**src/rtl/cdma_pkg.sv**
```systemverilog
package cdma_pkg;
    localparam int ADDR_W   = 32;
    localparam int WORD_W   = 32;
    localparam int BLK_WRDS = 4;
    localparam int BLK_W    = WORD_W * BLK_WRDS;
    localparam int WIDX_W   = $clog2(BLK_WRDS);

    localparam logic [8:0] OFS_CTRL  = 9'h000;
    localparam logic [8:0] OFS_START = 9'h004;
    localparam logic [8:0] OFS_SRC   = 9'h008;
    localparam logic [8:0] OFS_CNT   = 9'h00C;
    localparam logic [8:0] OFS_DST   = 9'h010;
    localparam logic [8:0] OFS_STAT  = 9'h014;
    localparam logic [8:0] OFS_ICLR  = 9'h018;
    localparam logic [8:0] OFS_MODE0 = 9'h01C;
    localparam logic [8:0] OFS_MODE3 = 9'h028;

    typedef struct packed {
        logic kexp;
        logic last_only;
        logic irq_en;
        logic more_in;
    } ctrl_t;

    typedef enum logic [3:0] {
        S_IDLE, S_KEXP, S_CHECK, S_FETCH, S_FWAIT,
        S_SEND, S_RECV, S_WRITE, S_WWAIT, S_WAITIN
    } seq_state_t;

    function automatic logic [2:0] take_bytes(input logic [23:0] remaining);
        return (remaining >= 24'd4) ? 3'd4 : remaining[2:0];
    endfunction

    function automatic logic [WORD_W-1:0] keep_mask(input logic [2:0] n);
        logic [WORD_W-1:0] m;
        for (int b = 0; b < 4; b++)
            m[8*b +: 8] = (b < int'(n)) ? 8'hFF : 8'h00;
        return m;
    endfunction
endpackage

```
**src/rtl/cdma_keystore.sv**
```systemverilog
module cdma_keystore
    import cdma_pkg::*;
#(
    parameter int KEY_WORDS = 16,
    localparam int IDX_W = $clog2(KEY_WORDS)
) (
    input  logic                        clk,
    input  logic                        rst,
    input  logic                        wr_en,
    input  logic                        allow,
    input  logic [IDX_W-1:0]            wr_idx,
    input  logic [WORD_W-1:0]           wr_data,
    output logic [BLK_WRDS-1:0][WORD_W-1:0] eng_key
);
    logic [KEY_WORDS-1:0][WORD_W-1:0] kq;

    for (genvar i = 0; i < KEY_WORDS; i++) begin : g_word
        always_ff @(posedge clk) begin
            if (rst)
                kq[i] <= '0;
            else if (wr_en && allow && wr_idx == IDX_W'(i))
                kq[i] <= wr_data;
        end
    end

    for (genvar k = 0; k < BLK_WRDS; k++) begin : g_out
        assign eng_key[k] = kq[k];
    end

    // a key write outside the idle window never changes the store
    assert_key_locked_R9: assert property (@(posedge clk) disable iff (rst)
        !allow |=> $stable(kq));
endmodule

```
**src/rtl/cdma_engine_stub.sv**
```systemverilog
module cdma_engine_stub
    import cdma_pkg::*;
#(
    parameter int KEXP_CYCLES = 4,
    localparam int KC_W = $clog2(KEXP_CYCLES + 1)
) (
    input  logic                             clk,
    input  logic                             rst,
    input  logic [BLK_WRDS-1:0][WORD_W-1:0]  key,
    input  logic                             kexp_go,
    output logic                             kexp_done,
    input  logic                             in_valid,
    output logic                             in_ready,
    input  logic [BLK_WRDS-1:0][WORD_W-1:0]  in_data,
    output logic                             out_valid,
    input  logic                             out_ready,
    output logic [BLK_WRDS-1:0][WORD_W-1:0]  out_data
);
    logic            full;
    logic [KC_W-1:0] kcnt;

    assign in_ready  = !full;
    assign out_valid = full;
    assign kexp_done = kexp_go && (kcnt == KC_W'(KEXP_CYCLES - 1));

    always_ff @(posedge clk) begin
        if (rst || !kexp_go)
            kcnt <= '0;
        else if (!kexp_done)
            kcnt <= kcnt + 1'b1;
    end

    always_ff @(posedge clk) begin
        if (rst) begin
            full     <= 1'b0;
            out_data <= '0;
        end else if (in_valid && in_ready) begin
            full <= 1'b1;
            for (int k = 0; k < BLK_WRDS; k++)
                out_data[k] <= in_data[k] ^ key[k];
        end else if (out_ready && full) begin
            full <= 1'b0;
        end
    end
endmodule

```
**src/rtl/cdma_seq.sv**
```systemverilog
module cdma_seq
    import cdma_pkg::*;
#(
    parameter int LEN_W = 24
) (
    input  logic                             clk,
    input  logic                             rst,
    input  logic                             start,
    input  ctrl_t                            ctrl,
    input  logic                             sw_src_wr,
    input  logic                             sw_cnt_wr,
    input  logic                             sw_dst_wr,
    input  logic [WORD_W-1:0]                sw_wdata,
    output logic [ADDR_W-1:0]                src_q,
    output logic [LEN_W-1:0]                 cnt_q,
    output logic [ADDR_W-1:0]                dst_q,
    output logic                             idle_q,
    output logic                             waiting_q,
    output logic                             job_done,
    output logic                             kexp_clr,
    output logic                             kexp_go,
    input  logic                             kexp_done,
    output logic                             mem_req,
    output logic                             mem_we,
    output logic [ADDR_W-1:0]                mem_addr,
    output logic [WORD_W-1:0]                mem_wdata,
    input  logic                             mem_ack,
    input  logic [WORD_W-1:0]                mem_rdata,
    output logic                             eng_in_valid,
    input  logic                             eng_in_ready,
    output logic [BLK_WRDS-1:0][WORD_W-1:0]  eng_in_data,
    input  logic                             eng_out_valid,
    output logic                             eng_out_ready,
    input  logic [BLK_WRDS-1:0][WORD_W-1:0]  eng_out_data
);
    seq_state_t                      state;
    logic [WIDX_W-1:0]               widx;
    logic                            held;
    logic                            final_q;
    logic [BLK_WRDS-1:0][WORD_W-1:0] blk;
    logic [BLK_WRDS-1:0][WORD_W-1:0] obuf;
    logic [2:0]                      take;
    logic                            sw_open;
    logic                            busy;

    assign take    = take_bytes(24'(cnt_q));
    assign sw_open = (state == S_IDLE) || (state == S_WAITIN);
    assign busy    = !sw_open;

    assign mem_req       = (state == S_FETCH) || (state == S_WRITE);
    assign mem_we        = (state == S_WRITE);
    assign mem_addr      = (state == S_WRITE) ? dst_q : src_q;
    assign mem_wdata     = obuf[widx];
    assign eng_in_valid  = (state == S_SEND);
    assign eng_in_data   = blk;
    assign eng_out_ready = (state == S_RECV);
    assign kexp_go       = (state == S_KEXP);

    always_ff @(posedge clk) begin
        if (rst) begin
            state     <= S_IDLE;
            src_q     <= '0;
            cnt_q     <= '0;
            dst_q     <= '0;
            idle_q    <= 1'b1;
            waiting_q <= 1'b0;
            job_done  <= 1'b0;
            kexp_clr  <= 1'b0;
            widx      <= '0;
            held      <= 1'b0;
            final_q   <= 1'b0;
            blk       <= '0;
            obuf      <= '0;
        end else begin
            job_done <= 1'b0;
            kexp_clr <= 1'b0;
            if (sw_open) begin
                if (sw_src_wr) src_q <= sw_wdata;
                if (sw_cnt_wr) cnt_q <= sw_wdata[LEN_W-1:0];
                if (sw_dst_wr) dst_q <= sw_wdata;
            end
            case (state)
                S_IDLE: if (start) begin
                    idle_q  <= 1'b0;
                    held    <= 1'b0;
                    final_q <= 1'b0;
                    state   <= ctrl.kexp ? S_KEXP : S_CHECK;
                end
                S_KEXP: if (kexp_done) begin
                    kexp_clr <= 1'b1;
                    state    <= S_CHECK;
                end
                S_CHECK: begin
                    widx <= '0;
                    if (cnt_q != '0) begin
                        blk   <= '0;
                        state <= S_FETCH;
                    end else if (ctrl.more_in) begin
                        waiting_q <= 1'b1;
                        state     <= S_WAITIN;
                    end else if (ctrl.last_only && held) begin
                        final_q <= 1'b1;
                        state   <= S_WRITE;
                    end else begin
                        idle_q   <= 1'b1;
                        job_done <= 1'b1;
                        held     <= 1'b0;
                        state    <= S_IDLE;
                    end
                end
                S_FETCH: state <= S_FWAIT;
                S_FWAIT: if (mem_ack) begin
                    blk[widx] <= mem_rdata & keep_mask(take);
                    src_q     <= src_q + ADDR_W'(take);
                    cnt_q     <= cnt_q - LEN_W'(take);
                    if (widx == WIDX_W'(BLK_WRDS - 1) || cnt_q == LEN_W'(take)) begin
                        state <= S_SEND;
                    end else begin
                        widx  <= widx + 1'b1;
                        state <= S_FETCH;
                    end
                end
                S_SEND: if (eng_in_ready) state <= S_RECV;
                S_RECV: if (eng_out_valid) begin
                    obuf <= eng_out_data;
                    held <= 1'b1;
                    widx <= '0;
                    if (!ctrl.last_only) begin
                        final_q <= 1'b0;
                        state   <= S_WRITE;
                    end else begin
                        state <= S_CHECK;
                    end
                end
                S_WRITE: state <= S_WWAIT;
                S_WWAIT: if (mem_ack) begin
                    dst_q <= dst_q + ADDR_W'(4);
                    if (widx == WIDX_W'(BLK_WRDS - 1)) begin
                        widx <= '0;
                        if (final_q) begin
                            idle_q   <= 1'b1;
                            job_done <= 1'b1;
                            held     <= 1'b0;
                            state    <= S_IDLE;
                        end else begin
                            state <= S_CHECK;
                        end
                    end else begin
                        widx  <= widx + 1'b1;
                        state <= S_WRITE;
                    end
                end
                S_WAITIN: if (start) begin
                    waiting_q <= 1'b0;
                    state     <= S_CHECK;
                end
                default: state <= S_IDLE;
            endcase
        end
    end

    // waiting and idle never hold together
    assert_flags_exclusive_R7: assert property (@(posedge clk) disable iff (rst)
        !(idle_q && waiting_q));
    // one outstanding word request, never back to back
    assert_one_outstanding_R13: assert property (@(posedge clk) disable iff (rst)
        mem_req |=> !mem_req);
    // the remaining count never grows while a job runs
    assert_count_monotone_R5: assert property (@(posedge clk) disable iff (rst)
        (busy && $past(busy)) |-> (cnt_q <= $past(cnt_q)));
    // a start strobe while running leaves the idle flag low
    assert_start_ignored_R12: assert property (@(posedge clk) disable iff (rst)
        (start && busy && state != S_CHECK && state != S_WWAIT) |=> !idle_q);
endmodule

```
**src/rtl/cdma_job_ctrl.sv**
```systemverilog
module cdma_job_ctrl
    import cdma_pkg::*;
#(
    parameter int LEN_W       = 24,
    parameter int KEY_WORDS   = 16,
    parameter int KEXP_CYCLES = 4,
    localparam int KIDX_W     = $clog2(KEY_WORDS)
) (
    input  logic        clk,
    input  logic        rst,
    input  logic        reg_wr,
    input  logic [8:0]  reg_addr,
    input  logic [31:0] reg_wdata,
    output logic [31:0] reg_rdata,
    output logic        mem_req,
    output logic        mem_we,
    output logic [31:0] mem_addr,
    output logic [31:0] mem_wdata,
    input  logic        mem_ack,
    input  logic [31:0] mem_rdata,
    output logic        irq
);
    ctrl_t                           ctrl_q;
    logic [3:0][WORD_W-1:0]          mode_q;
    logic                            irq_q;
    logic [ADDR_W-1:0]               src_q, dst_q;
    logic [LEN_W-1:0]                cnt_q;
    logic                            idle_q, waiting_q, job_done, kexp_clr;
    logic                            kexp_go, kexp_done;
    logic [BLK_WRDS-1:0][WORD_W-1:0] eng_key, e_in, e_out;
    logic                            e_in_v, e_in_r, e_out_v, e_out_r;
    logic                            key_hit;
    logic                            wr_ctrl, start_p;
    logic [1:0]                      mode_sel;

    assign key_hit  = reg_addr[8] && (reg_addr[7:2] < 6'(KEY_WORDS)) && (reg_addr[1:0] == 2'b00);
    assign wr_ctrl  = reg_wr && reg_addr == OFS_CTRL;
    assign start_p  = reg_wr && reg_addr == OFS_START && reg_wdata[0];
    assign mode_sel = 2'((reg_addr - OFS_MODE0) >> 2);
    assign irq      = irq_q;

    always_ff @(posedge clk) begin
        if (rst) begin
            ctrl_q <= '0;
            mode_q <= '0;
            irq_q  <= 1'b0;
        end else begin
            if (wr_ctrl)
                ctrl_q <= ctrl_t'(reg_wdata[3:0]);
            else if (kexp_clr)
                ctrl_q.kexp <= 1'b0;
            if (reg_wr && reg_addr >= OFS_MODE0 && reg_addr <= OFS_MODE3 && reg_addr[1:0] == 2'b00)
                mode_q[mode_sel] <= reg_wdata;
            if (job_done && ctrl_q.irq_en)
                irq_q <= 1'b1;
            else if (reg_wr && reg_addr == OFS_ICLR && reg_wdata[0])
                irq_q <= 1'b0;
        end
    end

    always_comb begin
        reg_rdata = '0;
        case (reg_addr)
            OFS_CTRL: reg_rdata = {28'd0, ctrl_q};
            OFS_SRC:  reg_rdata = src_q;
            OFS_CNT:  reg_rdata = 32'(cnt_q);
            OFS_DST:  reg_rdata = dst_q;
            OFS_STAT: reg_rdata = {29'd0, irq_q, waiting_q, idle_q};
            default: begin
                if (reg_addr >= OFS_MODE0 && reg_addr <= OFS_MODE3 && reg_addr[1:0] == 2'b00)
                    reg_rdata = mode_q[mode_sel];
            end
        endcase
    end

    cdma_keystore #(.KEY_WORDS(KEY_WORDS)) u_keys (
        .clk(clk), .rst(rst),
        .wr_en(reg_wr && key_hit), .allow(idle_q),
        .wr_idx(KIDX_W'(reg_addr[7:2])), .wr_data(reg_wdata),
        .eng_key(eng_key)
    );

    cdma_engine_stub #(.KEXP_CYCLES(KEXP_CYCLES)) u_eng (
        .clk(clk), .rst(rst), .key(eng_key),
        .kexp_go(kexp_go), .kexp_done(kexp_done),
        .in_valid(e_in_v), .in_ready(e_in_r), .in_data(e_in),
        .out_valid(e_out_v), .out_ready(e_out_r), .out_data(e_out)
    );

    cdma_seq #(.LEN_W(LEN_W)) u_seq (
        .clk(clk), .rst(rst), .start(start_p), .ctrl(ctrl_q),
        .sw_src_wr(reg_wr && reg_addr == OFS_SRC),
        .sw_cnt_wr(reg_wr && reg_addr == OFS_CNT),
        .sw_dst_wr(reg_wr && reg_addr == OFS_DST),
        .sw_wdata(reg_wdata),
        .src_q(src_q), .cnt_q(cnt_q), .dst_q(dst_q),
        .idle_q(idle_q), .waiting_q(waiting_q),
        .job_done(job_done), .kexp_clr(kexp_clr),
        .kexp_go(kexp_go), .kexp_done(kexp_done),
        .mem_req(mem_req), .mem_we(mem_we), .mem_addr(mem_addr),
        .mem_wdata(mem_wdata), .mem_ack(mem_ack), .mem_rdata(mem_rdata),
        .eng_in_valid(e_in_v), .eng_in_ready(e_in_r), .eng_in_data(e_in),
        .eng_out_valid(e_out_v), .eng_out_ready(e_out_r), .eng_out_data(e_out)
    );

    // a request only appears at the end of an enabled job
    assert_irq_source_R8: assert property (@(posedge clk) disable iff (rst)
        $rose(irq_q) |-> ($past(job_done) && $past(ctrl_q.irq_en)));
    // expansion completion drops the request bit
    assert_kexp_cleared_R11: assert property (@(posedge clk) disable iff (rst)
        (kexp_clr && !wr_ctrl) |=> !ctrl_q.kexp);
    // the start register reads back as zero
    assert_start_reads_zero_R2: assert property (@(posedge clk) disable iff (rst)
        (reg_addr == OFS_START) |-> (reg_rdata == 32'd0));
endmodule

```
**config.mk**
```make
export PLATFORM = sky130hd
export DESIGN_NAME = cdma_job_ctrl
export DESIGN_NICKNAME = d
export VERILOG_FILES = /design/src/rtl/cdma_pkg.sv /design/src/rtl/cdma_keystore.sv /design/src/rtl/cdma_engine_stub.sv /design/src/rtl/cdma_seq.sv /design/src/rtl/cdma_job_ctrl.sv
export SDC_FILE = /design/constraint.sdc
export NUM_CORES = 2
export LEC_CHECK = 0
export BUFFER_PORTS_ARGS = -buffer_cell sky130_fd_sc_hd__buf_2
export CELL_PAD_IN_SITES_DETAIL_PLACEMENT = 1
export CELL_PAD_IN_SITES_GLOBAL_PLACEMENT = 1
export CORE_UTILIZATION = 40
export DETAILED_ROUTE_END_ITERATION = 12
export PLACE_DENSITY = 0.69
export SYNTH_ARGS = -nofsm -noshare
export SYNTH_HDL_FRONTEND = slang
export SYNTH_SLANG_ARGS = --single-unit
```
**constraint.sdc**
```tcl
create_clock -name clk -period 4.7 [get_ports clk]
set_clock_uncertainty 0.15 [all_clocks]
set_input_delay 0.705 -clock clk [delete_from_list [all_inputs] [get_ports clk]]
set_output_delay 0.705 -clock clk [all_outputs]
set_load 0.1 [all_outputs]
```
==> qor.yml <==
outcome: "complete, no violations"
fmax_ghz: 0.227
vdd_ir_drop_max_mv: 0.248
hold_viol: 0
postRouteAntennaNets: 0
ctsHoldBuffers: 0
arrival_ps: 3560
antenna_found_initial: 7
cp_slowest_stage_delay_ps: 590
die_area_mm2: 0.0841
n_fill_cell: 9433
power_w: 0.0133
critPathTopFamily: "buffers and inverters"
p_int_w: 0.0102
cts_sinks: 749
slowest_stage: "nor2_2"
first_pass_iters: 8
grt_pass1_vias: 29155
clkPwrFrac_pct: 49.1
dieWidth_um: 290
postCtsSetupBuffers: 0
power.share.switching_pct: 22.9
met3_usage_pct: 3.91
coreArea_mm2: 0.0821
worst_pin_slew_ps: 1160
maxSlewViolCount: 0
comb_power_share_pct: 3.1
met1_usage_pct: 36.5
syn_nets: 3891
place_ws_ps: 349
path_common_cell: "buf_4"
ys_seq_area_share_pct: 45.2
grt_remaining_overflow: 0
boundaryPins: 176
final_common_cell: "dfxtp_1"
syn_avg_cell_area_um2: 8.73
drc: 0
ys_types: 84
fp-row-count: 105
cts_buffers: 84
met2_usage_pct: 46.8
power.density_mw_per_mm2: 348
dp_hpwl_um: 76100
critPathBufInv: 6
fp.dieH_um: 290
fin_crit_ps: 4420
gp_congestion: 0.875
cts_resized: 0
cp_max_fo: 12
leakage_nw: 12.3
start_util_pct: 40.4
grt_max_degree: 215
rsz0062_at_grt: "no"
drtIter0Drc: 2061
vias: 28895
setup_ws_ps: 285
final_cell_mix: "747 x dfxtp_1, 652 x nand2_1, 359 x nor2_1"
setup_viol_count_final: 0
fin_nets: 3890
io_buffer_count: 175
synth_top_area_cell: "dfxtp_1"
grt_use_total_pct: 27.8
setup_tns_ps: 0
post_route_cells_drive_above_1_share_pct: 14.5
cts_tree: "yes"
clk_path_buf_depth: 3
ys_ff_latch: 749
drv_cap: 0
via_per_inst: 5.86
busiest_layer: "met2"
synthArstFlopShare_pct: 0
syn_area_mm2: 0.0332
maxSlewHeadroom_pct: 22.5
grt_pass1_wl_um: 182000
worstPathRequired_ps: 3850
final_core_util_pct: 46.4
drt-total-wl_um: 119000
pwr-share-seq_pct: 47.8
synth_warnings: 0
routedWlPerCell_um: 24.1
htree_levels: 3
synth_area_leaders: "dfxtp_1 45%, nand2_1 7.4%, a21oi_1 5.0%"
areaGrowthSynthToFinish_pct: 15.0
hold_path_class: "in2reg"
ys.flop_type: "dfxtp_1"
synth_edf_count: 0
cp-end-kind: "output port"
hold_slack_ps: 174
period_share_pct: 93.9
insertion_delay_ps: 640
cts_root_buffer: "clkbuf_16"
syn_inst: 3798
critPathKind: "in2out"
rrSetupSlack_ps: 750
switchingPower_w: 0.00304
clkTransAtPathRegs_ps: 60
cp-start-kind: "input pin"
critical_path.cell_chain: "buf_2 -> inv_1 -> ha_1 -> buf_4 -> or4bb_1 -> nor2_2 -> buf_4 -> a22oi_1 -> o21ai_0 -> buf_4 -> buf_12"
synth_top_area_share_pct: 45.2
==> metal layers <==
layer / share of wire, % / vias to the layer above
met5: 0.039 / -
met4: 3.1 / 6
met3: 4.9 / 216
met2: 48 / 761
met1: 44 / 14390
li1: - / 13522
==> synthesized netlist by cell type (27+ instances only) <==
cell and n:
o31ai_1 77, buf_2 50, mux2_2 32, nor2_1 361, nand4_1 101, nand2_1 655
o21ai_0 67, nor3_1 41, or3_1 27, nand3_1 54, xnor2_1 128, inv_1 81
a21oi_1 328, clkbuf_1 260, a211oi_1 138, dfxtp_1 749, a32oi_1 44, mux4_2 64
mux2i_1 137, a31oi_1 40
==> power by group through the flow <==
stage | Combinational (W) | Clock, W | Sequential, W
2_1_floorplan | 0.000216 | 0 | 0.00649
3_3_place_gp | 0.000405 | 0 | 0.00649
3_5_place_dp | 0.000403 | 0 | 0.00649
4_1_cts | 0.000404 | 0.00665 | 0.00635
5_1_grt | 0.000426 | 0.00693 | 0.00635
6_report | 0.000406 | 0.00652 | 0.00635
==> logic make-up (layout without fill, tap and decap cells) <==
| logic type | Yosys count | in the layout | share of synthesized area, % |
|---|---|---|---|
| flops | 749 | 749 | 45.2 |
| xor+xnor | 132 | 132 | 3.49 |
| simple gates | 1369 | 1369 | 18.5 |
| buf+inv | 421 | 483 | 5.16 |
| compound gates | 877 | 877 | 17.4 |
| other cells | 1 | 2 | 0.0113 |
| mux | 233 | 233 | 9.57 |
| fa+ha+maj | 16 | 16 | 0.626 |
==> state kept, by name (all words and copies together) (netlist names), 2 cells and up <==
register / cells
u_eng.kcnt: 3
mode_q: 128
u_keys.eng_key: 128
u_seq.dst_q: 32
u_seq.src_q: 32
u_seq.obuf: 128
u_seq.eng_in_data: 128
ctrl_q: 4
u_seq.widx: 2
u_seq.state: 4
u_seq.cnt_q: 24
u_eng.out_data: 128
==> per-stage QoR <==
stage	area, um^2	std cells
2_1_floorplan	33300	3798
3_3_place_gp	35400	4781
3_5_place_dp	35400	4781
4_1_cts	38100	4930
5_1_grt	38100	4931
6_report	38100	4931
==> final cells by class <==
type / instances / area, um^2 / area share (%)
diodes: 1 / 2.50 / 0.00656
repair buffers: 252 / 2080 / 5.46
well taps: 1070 / 1340 / 3.51
clock inverters: 15 / 169 / 0.443
inverters: 82 / 310 / 0.814
multi-input cells: 2628 / 16700 / 43.8
flip-flops and latches: 749 / 15000 / 39.3
clock buffers: 134 / 2540 / 6.66
==> worst min-delay path: cells and delay by family <==
kind	cells	cell delay (ps)
AND/OR/NAND/NOR	1	70
AO/OA/AOI/OAI	1	50
buffers and inverters	1	100
==> final timing paths <==
kind / startpoint / endpoint / depth (start not counted)
worst max-delay path: reg_addr[2] / reg_rdata[31] / 11
worst min-delay path: mem_rdata[0] / u_seq.eng_in_data[96]$_SDFFE_PP0P_ / 3
worst max register to register: u_seq.cnt_q[5]$_SDFF_PP0_ / u_seq.src_q[26]$_SDFF_PP0_ / 10
worst min register to register: u_eng.out_data[118]$_SDFFE_PP0P_ / u_seq.obuf[118]$_SDFFE_PP0P_ / 2
(Power assumes the default switching activity.)
